`config.mk`:
```
export PLATFORM = sky130hd
export DESIGN_NAME = mcu_exec_core
export DESIGN_NICKNAME = d
export VERILOG_FILES = /design/src/rtl/exe_pkg.sv /design/src/rtl/exe_decode.sv /design/src/rtl/exe_alu.sv /design/src/rtl/mcu_exec_core.sv
export SDC_FILE = /design/constraint.sdc
export NUM_CORES = 1
export LEC_CHECK = 0
export BUFFER_PORTS_ARGS = -buffer_cell sky130_fd_sc_hd__buf_4
export CORE_MARGIN = 3
export CORE_UTILIZATION = 55
export CTS_CLUSTER_SIZE = 10
export DETAILED_ROUTE_END_ITERATION = 12
export GPL_TIMING_DRIVEN = 1
export PLACE_DENSITY = 0.79
export SYNTH_ARGS = -nofsm -noshare
export SYNTH_HDL_FRONTEND = slang
export SYNTH_SLANG_ARGS = --single-unit
export TNS_END_PERCENT = 1
```
`constraint.sdc`:
```
create_clock -name clk -period 12.6 [get_ports clk]
set_clock_uncertainty 0.1 [all_clocks]
set_input_delay 1.89 -clock clk [delete_from_list [all_inputs] [get_ports clk]]
set_output_delay 1.89 -clock clk [all_outputs]
set_load 0.02 [all_outputs]
```
`src/rtl/exe_pkg.sv`:
```
// Shared widths and decode types for the execute unit.
// Assumes a 12-bit opcode, 8-bit data and a 5-bit file address.
package exe_pkg;
    localparam int INSTR_W = 12;
    localparam int DATA_W  = 8;
    localparam int ADDR_W  = 5;
    localparam int NIB_W   = DATA_W / 2;

    typedef enum logic [3:0] {
        OP_NOP, OP_OR, OP_AND, OP_XOR, OP_ADD, OP_SUB, OP_CLR,
        OP_NOT, OP_INC, OP_DEC, OP_RL, OP_RR, OP_SWAP, OP_CLRWDT
    } op_e;

    typedef struct packed {
        op_e  op;
        logic use_lit;  // operand is the opcode low byte
        logic wr_w;     // result to W
        logic wr_fr;    // result to file register
        logic upd_z;
        logic upd_c;
        logic upd_dc;
        logic skip_z;   // request skip when the result is zero
    } dec_t;
endpackage

```
`src/rtl/exe_decode.sv`:
```
// Opcode decoder: maps an instruction word to an operation and
// its write-back and flag controls. Unlisted words decode to NOP.
module exe_decode
    import exe_pkg::*;
(
    input  logic [INSTR_W-1:0] instr,
    output dec_t               dec
);
    // Pattern match on the opcode groups.
    always_comb begin
        dec = '{op: OP_NOP, default: 1'b0};
        unique case (instr[11:8])
            4'b0000: begin
                if (instr == 12'h004) begin
                    dec.op = OP_CLRWDT;
                end else if (instr == 12'h040) begin
                    dec.op = OP_CLR; dec.wr_w = 1'b1; dec.upd_z = 1'b1;
                end else begin
                    case (instr[7:5])
                        3'b011: begin dec.op = OP_CLR; dec.wr_fr = 1'b1; dec.upd_z = 1'b1; end
                        3'b101: begin
                            dec.op = OP_SUB; dec.wr_fr = 1'b1;
                            dec.upd_z = 1'b1; dec.upd_c = 1'b1; dec.upd_dc = 1'b1;
                        end
                        3'b111: begin dec.op = OP_DEC; dec.wr_fr = 1'b1; dec.upd_z = 1'b1; end
                        default: ;
                    endcase
                end
            end
            4'b0001: begin
                case (instr[7:6])
                    2'b00:   dec.op = OP_OR;
                    2'b01:   dec.op = OP_AND;
                    2'b10:   dec.op = OP_XOR;
                    default: begin dec.op = OP_ADD; dec.upd_c = 1'b1; dec.upd_dc = 1'b1; end
                endcase
                dec.wr_fr = instr[5];
                dec.wr_w  = ~instr[5];
                dec.upd_z = 1'b1;
            end
            4'b0010: begin
                case (instr[7:5])
                    3'b011: begin dec.op = OP_NOT; dec.wr_fr = 1'b1; dec.upd_z = 1'b1; end
                    3'b101: begin dec.op = OP_INC; dec.wr_fr = 1'b1; dec.upd_z = 1'b1; end
                    3'b111: begin dec.op = OP_DEC; dec.wr_fr = 1'b1; dec.skip_z = 1'b1; end
                    default: ;
                endcase
            end
            4'b0011: begin
                case (instr[7:5])
                    3'b001: begin dec.op = OP_RR;   dec.wr_fr = 1'b1; dec.upd_c = 1'b1; end
                    3'b011: begin dec.op = OP_RL;   dec.wr_fr = 1'b1; dec.upd_c = 1'b1; end
                    3'b101: begin dec.op = OP_SWAP; dec.wr_fr = 1'b1; end
                    3'b111: begin dec.op = OP_INC;  dec.wr_fr = 1'b1; dec.skip_z = 1'b1; end
                    default: ;
                endcase
            end
            4'b1101, 4'b1110, 4'b1111: begin
                dec.op      = (instr[9:8] == 2'b01) ? OP_OR :
                              (instr[9:8] == 2'b10) ? OP_AND : OP_XOR;
                dec.use_lit = 1'b1;
                dec.wr_w    = 1'b1;
                dec.upd_z   = 1'b1;
            end
            default: ;
        endcase
    end
endmodule

```
`src/rtl/exe_alu.sv`:
```
// Combinational datapath: computes the result and carry flags for
// one operation. Assumes operand a is the file register or literal.
module exe_alu
    import exe_pkg::*;
(
    input  op_e               op,
    input  logic [DATA_W-1:0] a,
    input  logic [DATA_W-1:0] w,
    input  logic              c_in,
    input  logic              carry_mode,
    output logic [DATA_W-1:0] res,
    output logic              c_out,
    output logic              dc_out
);
    logic              sub;
    logic              cin;
    logic [DATA_W-1:0] b;
    logic [DATA_W:0]   full;
    logic [NIB_W:0]    low;

    // Shared adder: subtraction is a + ~w + carry-in.
    always_comb begin
        sub  = (op == OP_SUB);
        b    = sub ? ~w : w;
        cin  = sub ? (carry_mode | c_in) : (~carry_mode & c_in);
        full = {1'b0, a} + {1'b0, b} + {{DATA_W{1'b0}}, cin};
        low  = {1'b0, a[NIB_W-1:0]} + {1'b0, b[NIB_W-1:0]} + {{NIB_W{1'b0}}, cin};
    end

    // Result and flag selection by operation.
    always_comb begin
        res    = a;
        c_out  = c_in;
        dc_out = low[NIB_W];
        case (op)
            OP_OR:   res = a | w;
            OP_AND:  res = a & w;
            OP_XOR:  res = a ^ w;
            OP_ADD, OP_SUB: begin res = full[DATA_W-1:0]; c_out = full[DATA_W]; end
            OP_CLR:  res = '0;
            OP_NOT:  res = ~a;
            OP_INC:  res = a + 1'b1;
            OP_DEC:  res = a - 1'b1;
            OP_RL:   begin res = {a[DATA_W-2:0], c_in}; c_out = a[DATA_W-1]; end
            OP_RR:   begin res = {c_in, a[DATA_W-1:1]}; c_out = a[0]; end
            OP_SWAP: res = {a[NIB_W-1:0], a[DATA_W-1:NIB_W]};
            default: ;
        endcase
    end
endmodule

```
`src/rtl/mcu_exec_core.sv`:
```
// Execute unit top: decodes one instruction per cycle, runs it through
// the datapath, and updates W, the flags, the external file register,
// the skip slot and the watchdog strobe. Assumes fr_rdata_i is a
// combinational read of fr_addr_o.
module mcu_exec_core
    import exe_pkg::*;
(
    input  logic               clk,
    input  logic               rst_n,
    input  logic [INSTR_W-1:0] instr_i,
    input  logic               carry_mode_i,
    input  logic [DATA_W-1:0]  fr_rdata_i,
    output logic [ADDR_W-1:0]  fr_addr_o,
    output logic [DATA_W-1:0]  fr_wdata_o,
    output logic               fr_we_o,
    output logic [DATA_W-1:0]  w_o,
    output logic               c_o,
    output logic               dc_o,
    output logic               z_o,
    output logic               to_o,
    output logic               pd_o,
    output logic               skip_o,
    output logic               wdt_clr_o
);
    dec_t              dec;
    logic              exec;
    logic [DATA_W-1:0] opnd;
    logic [DATA_W-1:0] res;
    logic              alu_c;
    logic              alu_dc;
    logic              res_zero;

    exe_decode u_dec (.instr(instr_i), .dec(dec));

    exe_alu u_alu (
        .op(dec.op), .a(opnd), .w(w_o), .c_in(c_o),
        .carry_mode(carry_mode_i), .res(res), .c_out(alu_c), .dc_out(alu_dc)
    );

    // Operand select and file register port drive.
    always_comb begin
        exec       = ~skip_o;
        opnd       = dec.use_lit ? instr_i[DATA_W-1:0] : fr_rdata_i;
        res_zero   = (res == '0);
        fr_addr_o  = instr_i[ADDR_W-1:0];
        fr_wdata_o = res;
        fr_we_o    = exec & dec.wr_fr;
    end

    // Architectural state update.
    always_ff @(posedge clk) begin
        if (!rst_n) begin
            w_o <= '0; c_o <= 1'b0; dc_o <= 1'b0; z_o <= 1'b0;
            to_o <= 1'b0; pd_o <= 1'b0; skip_o <= 1'b0; wdt_clr_o <= 1'b0;
        end else begin
            skip_o    <= exec & dec.skip_z & res_zero;
            wdt_clr_o <= exec & (dec.op == OP_CLRWDT);
            if (exec) begin
                if (dec.wr_w)   w_o  <= res;
                if (dec.upd_z)  z_o  <= res_zero;
                if (dec.upd_c)  c_o  <= alu_c;
                if (dec.upd_dc) dc_o <= alu_dc;
                if (dec.op == OP_CLRWDT) begin
                    to_o <= 1'b1;
                    pd_o <= 1'b1;
                end
            end
        end
    end
endmodule

```
After elaboration in Yosys (flattened, before gate mapping). Cells that the tools add are included.

Flip-flop bits (word level): 14. Latch bits: 0. RAM bits: 0. Bits in read-only memories: 0. Bits of input ports: 23. Output and inout port bits: 29. Word-level logic and storage cells: 108. Memories kept: 0.

$add $sub $neg: 6. $mul: 0. Divide/modulo/power cells: 0. Magnitude comparators: 0. Equal/unequal tests: 29. Shift-type cells: 0. Muxes and demuxes: 34. Bitwise gates (word level): 14. Reduce and logical (&&, ||, !) cells: 18.

Operator list (count): $pmux 8 s11 (1); $eq 4x4->1 const B (9); $pmux 4 s3 (2); $pmux 4 s5 (1); $eq 4x2->1 const B (4); $eq 4x3->1 const B (4); $mux 8 (2); $not 8->8 (2); $pmux 4 s4 (1); $eq 12x3->1 const B (1); $eq 12x7->1 const B (1); $mux 1 (12); $mux 4 (3); $pmux 1 s3 (4); $add 8x8->9 (1); $add 9x1->9 (1); $pmux 3 s3 (1); $reduce_or 3->1 (3); $add 8x1->8 const B (1); $and 8x8->8 (1); $eq 4x1->1 const B (2); $logic_not 8->1 (1); $mux 2 (4); $or 8x8->8 (1); other kinds (22) (38).

Depth between registers and ports, before layout.
Word-level depth: 12. Gate-level depth with buffers: 24. Depth with buffers taken out: 22.

By module. From an unflattened synthesis, not the netlist that was laid out.

Cell total of the unflattened synthesis: 411. Area, all modules: 2999.1 sq um.

By module, submodules not included: exe_alu (instances 1, cells each 272, area each 1823.0 sq um, sequential area each 0.0 sq um); mcu_exec_core (instances 1, cells each 67, area each 706.9 sq um, sequential area each 280.3 sq um); exe_decode (instances 1, cells each 72, area each 469.2 sq um, sequential area each 0.0 sq um).

Worst setup path before layout. OpenSTA, ideal clock, no wires.

Path kind: input port to output port. From: in instr_i[7]. To: out fr_wdata_o[6]. Data arrival time: 5.893 ns. Required time: 10.610 ns. Path slack: 4.717 ns. Cell stages on the path: 19. Path buffers: 3. Path through: buf_2 > or3b_2 > o41a_1 > o221ai_1 > buf_2 > buf_2 > nand2_1 > nor2_2 > xnor2_1 > fa_1 > inv_1 > fa_1 > nand2b_1 > a21oi_1 > a31oi_1 > xnor2_1 > a22o_1 > a21oi_1 > a32oi_1.

Word-level cells in the longest chain between the ends: 10. Elaborated cells between the ends (all ways): 35. Those cells by class: add/sub: 2; eq/ne: 20; mux: 11; reduce/logical: 2.

RTL lines: from (decl) (RTL line mcu_exec_core.sv:10) `input logic [INSTR_W-1:0] instr_i,`; $eq 3x3->1 or $eq 3x2->1 (tied branches) (RTL line exe_decode.sv:19, exe_decode.sv:42, exe_decode.sv:50); $pmux 4 s3 (RTL line exe_decode.sv:19) `case (instr[7:5])`; $mux 4 (RTL line exe_decode.sv:16) `end else if (instr == 12'h040) begin`; $mux 4 (RTL line exe_decode.sv:14) `if (instr == 12'h004) begin`; $pmux 4 s5 (RTL line exe_decode.sv:12) `unique case (instr[11:8])`; $eq 4x3->1 (RTL line exe_alu.sv:23, exe_alu.sv:35); $mux 8 (RTL line exe_alu.sv:24) `b = sub ? ~w : w;`; $add 8x8->9 (RTL line exe_alu.sv:26) `full = {1'b0, a} + {1'b0, b} + {{DATA_W{1'b0}}, cin};`; $add 9x1->9 (RTL line exe_alu.sv:26); $pmux 8 s11 (*) (RTL line exe_alu.sv:35) `case (op)`; to (decl) (RTL line mcu_exec_core.sv:14) `output logic [DATA_W-1:0] fr_wdata_o,`.

Every way passes the cells marked *; elsewhere a longest branch is shown, timed or not.

Worst setup path after layout. Ends and elaborated chain as after synthesis.

==> flow_metrics.tcl <==
set metrics [dict create \
    yosysTopAreaCell "ha_1" \
    ys_types 77 \
    vias_per_cell 6.69 \
    cts.path.max_buffers 2 \
    setup-violations-final 0 \
    num_antenna_cells 0 \
    cts.sinks 14 \
    r2r-end "z_o" \
    crit_path_start_kind "input port" \
    first_pass_iters 6 \
    remaining_drc_errors 0 \
    ys.flop_type "dfxtp_1" \
    max_cap_viol_count 0 \
    cp_slowest_cell "nor2_2" \
    io_pins 52 \
    coreArea_um2 5140 \
    power_density_nw_per_um2 66.7 \
    grt_overflow 0 \
    grt_pass1_vias 3031 \
    mappedNetlistArea_um2 2960 \
    crit_arrival_ns 6.73 \
    placementRows 26 \
    portBuffers 51 \
    post_cts_resize_count 0 \
    crit_buf_inv 4 \
    clock_latency_ns 0.25 \
    grt_start_max_net_pins 22 \
    slowest_delay_ns 0.45 \
    drtIter0Drc 462 \
    p_leak_nw 1.46 \
    ys_ff_latch 14 \
    max_slew_margin_pct 29.2 \
    ctsHoldBuffers 0 \
    critPathMaxFanout 13 \
    hpwl_mm 8.04 \
    hold_viol 0 \
    ff2ff_setup_slack_ns 9.01 \
    final_antenna_net_count 0 \
    criticalPathCategory "input port to output port" \
    syn_nets 447 \
    max_freq_mhz 115 \
    hold_slack_ns 0.407 \
    multiInputGateArea_um2 2430 \
    power.total_mw 0.224 \
    final_area_um2 3350 \
    hold_depth 1 \
    cts-root-buf "clkbuf_8" \
    ys_seq_area_share_pct 9.47 \
    hold_path_end "pd_o" \
    die_y_um 79.4 \
    synth-async-reset-ratio_pct 0 \
    slew_violations 0 \
    tightestPinTransition_ns 1.06 \
    clkTransAtPathRegs_ns 0.06 \
    wirelength_mm 10.2 \
    r2r.worst_path.cells 13 \
    end_kind "output port" \
    numCtsBuffers 3 \
    initial_core_util_pct 57.6 \
    antenna_found_initial 0 \
    drive_gt1_share_pct 19.4 \
    post_cts_buffers 0 \
    hold_start "pd_o" \
    crit_chain "buf_4, inv_1, ha_1, nor4b_1, a21bo_2, o22ai_2, nor2_1, nand2_1, nor2_2, xnor2_1, fa_1, inv_1, fa_1, nand2b_1, a21oi_1, a31oi_1, xnor2_1, a22o_1, a21oi_1, a32oi_1, buf_4" \
    r2r_start "w_o[0]" \
    cts-htree-levels 1 \
    min_period_ns 8.72 \
    wl_per_cell_um 20.6 \
    cts_tree "built" \
    routabilityCongestion 0.992 \
    tns_ns 0 \
    synth_area_leaders "ha_1 (14%), dfxtp_1 (9.5%), mux2i_1 (5.4%)" \
    track_usage_pct 32.5 \
    fin_nets 483 \
    cp_top_family "compound AO/OA/AOI/OAI gates" \
    synth_warnings 0 \
    synth_most_common_cell "ha_1" \
    dpl_cell_area_um2 3300 \
    fillers 480 \
    vias 3300 \
    fin_crit_sh_pct 69.2 \
    regArea_um2 280 \
    die_x_um 79.4 \
    rsz0062_at_grt "no" \
    cp.required_ns 10.61 \
    dieArea_um2 6300 \
    hp-class "flop to flop" \
    synth-edff-count 0 \
    synth_cells 388 \
    synth_top_area_share_pct 14.0 \
    ir_worst_vdd_v 0.0000785 \
    grt_pass1_wl_mm 16.0 \
    area_growth_pct 13.4 \
    status "finished clean" \
    synth_common_cells "ha_1 (33), nor2_1 (31), nand2_1 (28)" \
    syn_avg_cell_area_um2 7.63 \
]
## per-stage QoR
step / cells / setup slack [ns] / utilization (%)
finish: 493 / 3.88 / 65.3
global route: 493 / 3.44 / 65.3
CTS: 493 / 3.98 / 65.3
detailed placement: 489 / 4.01 / 64.2
global placement: 489 / 4.19 / 64.2
floorplan: 388 / 4.72 / -
## layout make-up
type	count	share of cell area [%]
flip-flops and latches	14	8.36
inverters	26	2.91
well taps	70	2.61
repair buffers	54	12.1
multi-input cells	325	72.4
clock buffers	4	1.64
## state kept, by name, indices dropped and copies added, names as in the netlist
name       flops
wdt_clr_o      1
pd_o           1
c_o            1
w_o            8
z_o            1
skip_o         1
dc_o           1
## logic make-up (layout without fill, tap and decap cells)
group,after synthesis,after routing,synth area share [%]
flops,14,14,9.47
mux,18,18,6.17
compound gates,123,123,31.1
xor+xnor,19,19,5.62
buf+inv,49,84,8.46
fa+ha+maj,36,36,16.0
simple gates,129,129,23.2
## where the power goes
part	internal (mW)	switching, mW	total [mW]	leakage (nW)
clock	0.0277	0.0163	0.0440	0.0288
sequential	0.0462	0.00285	0.0491	0.114
combinational	0.0499	0.0807	0.131	1.31
## worst max-delay path by stage
stage                           from       endpoint  slack [ns]  depth (start not counted)
after floorplan           instr_i[7]  fr_wdata_o[6]        4.72                         19
after global placement    instr_i[7]  fr_wdata_o[6]        4.19                         21
after detailed placement  instr_i[7]  fr_wdata_o[6]        4.01                         21
after CTS                 instr_i[7]  fr_wdata_o[6]        3.98                         21
after global routing      instr_i[7]  fr_wdata_o[6]        3.44                         21
final                     instr_i[7]  fr_wdata_o[6]        3.88                         21
## per-layer routing
layer | part of all wire [%] | global-route usage [%] | wire length (um) | vias up
li1 | - | - | - | 1513
met2 | 43 | 50.4 | 4390 | 235
met4 | 3.7 | 13.1 | 376 | 0
met3 | 11 | 3.63 | 1120 | 33
met1 | 42 | 45.4 | 4260 | 1519
met5 | 0 | 0 | 0 | -
## cells in the final DEF, fill, tap and decap left out, types with 3 or more instances in the layout
| cell type | n |
|---|---|
| a211o_1 | 3 |
| a21o_1 | 4 |
| a21oi_1 | 17 |
| a31oi_1 | 12 |
| a32oi_1 | 5 |
| and3_1 | 4 |
| buf_4 | 54 |
| clkbuf_8 | 4 |
| dfxtp_1 | 14 |
| fa_1 | 3 |
| ha_1 | 33 |
| inv_1 | 26 |
| mux2i_1 | 16 |
| nand2_1 | 28 |
| nand3_1 | 17 |
| nor2_1 | 31 |
| nor2b_1 | 13 |
| nor3_1 | 4 |
| nor4_1 | 3 |
| o2111ai_1 | 3 |
| o21a_1 | 9 |
| o21ai_0 | 17 |
| o21bai_1 | 4 |
| o221ai_1 | 3 |
| o22a_1 | 3 |
| o22ai_1 | 5 |
| o31a_1 | 4 |
| o31ai_1 | 3 |
| or2_2 | 3 |
| or3_1 | 4 |
| xnor2_1 | 14 |
| xor2_1 | 5 |
Note: power is estimated with default switching activity, not from simulation.
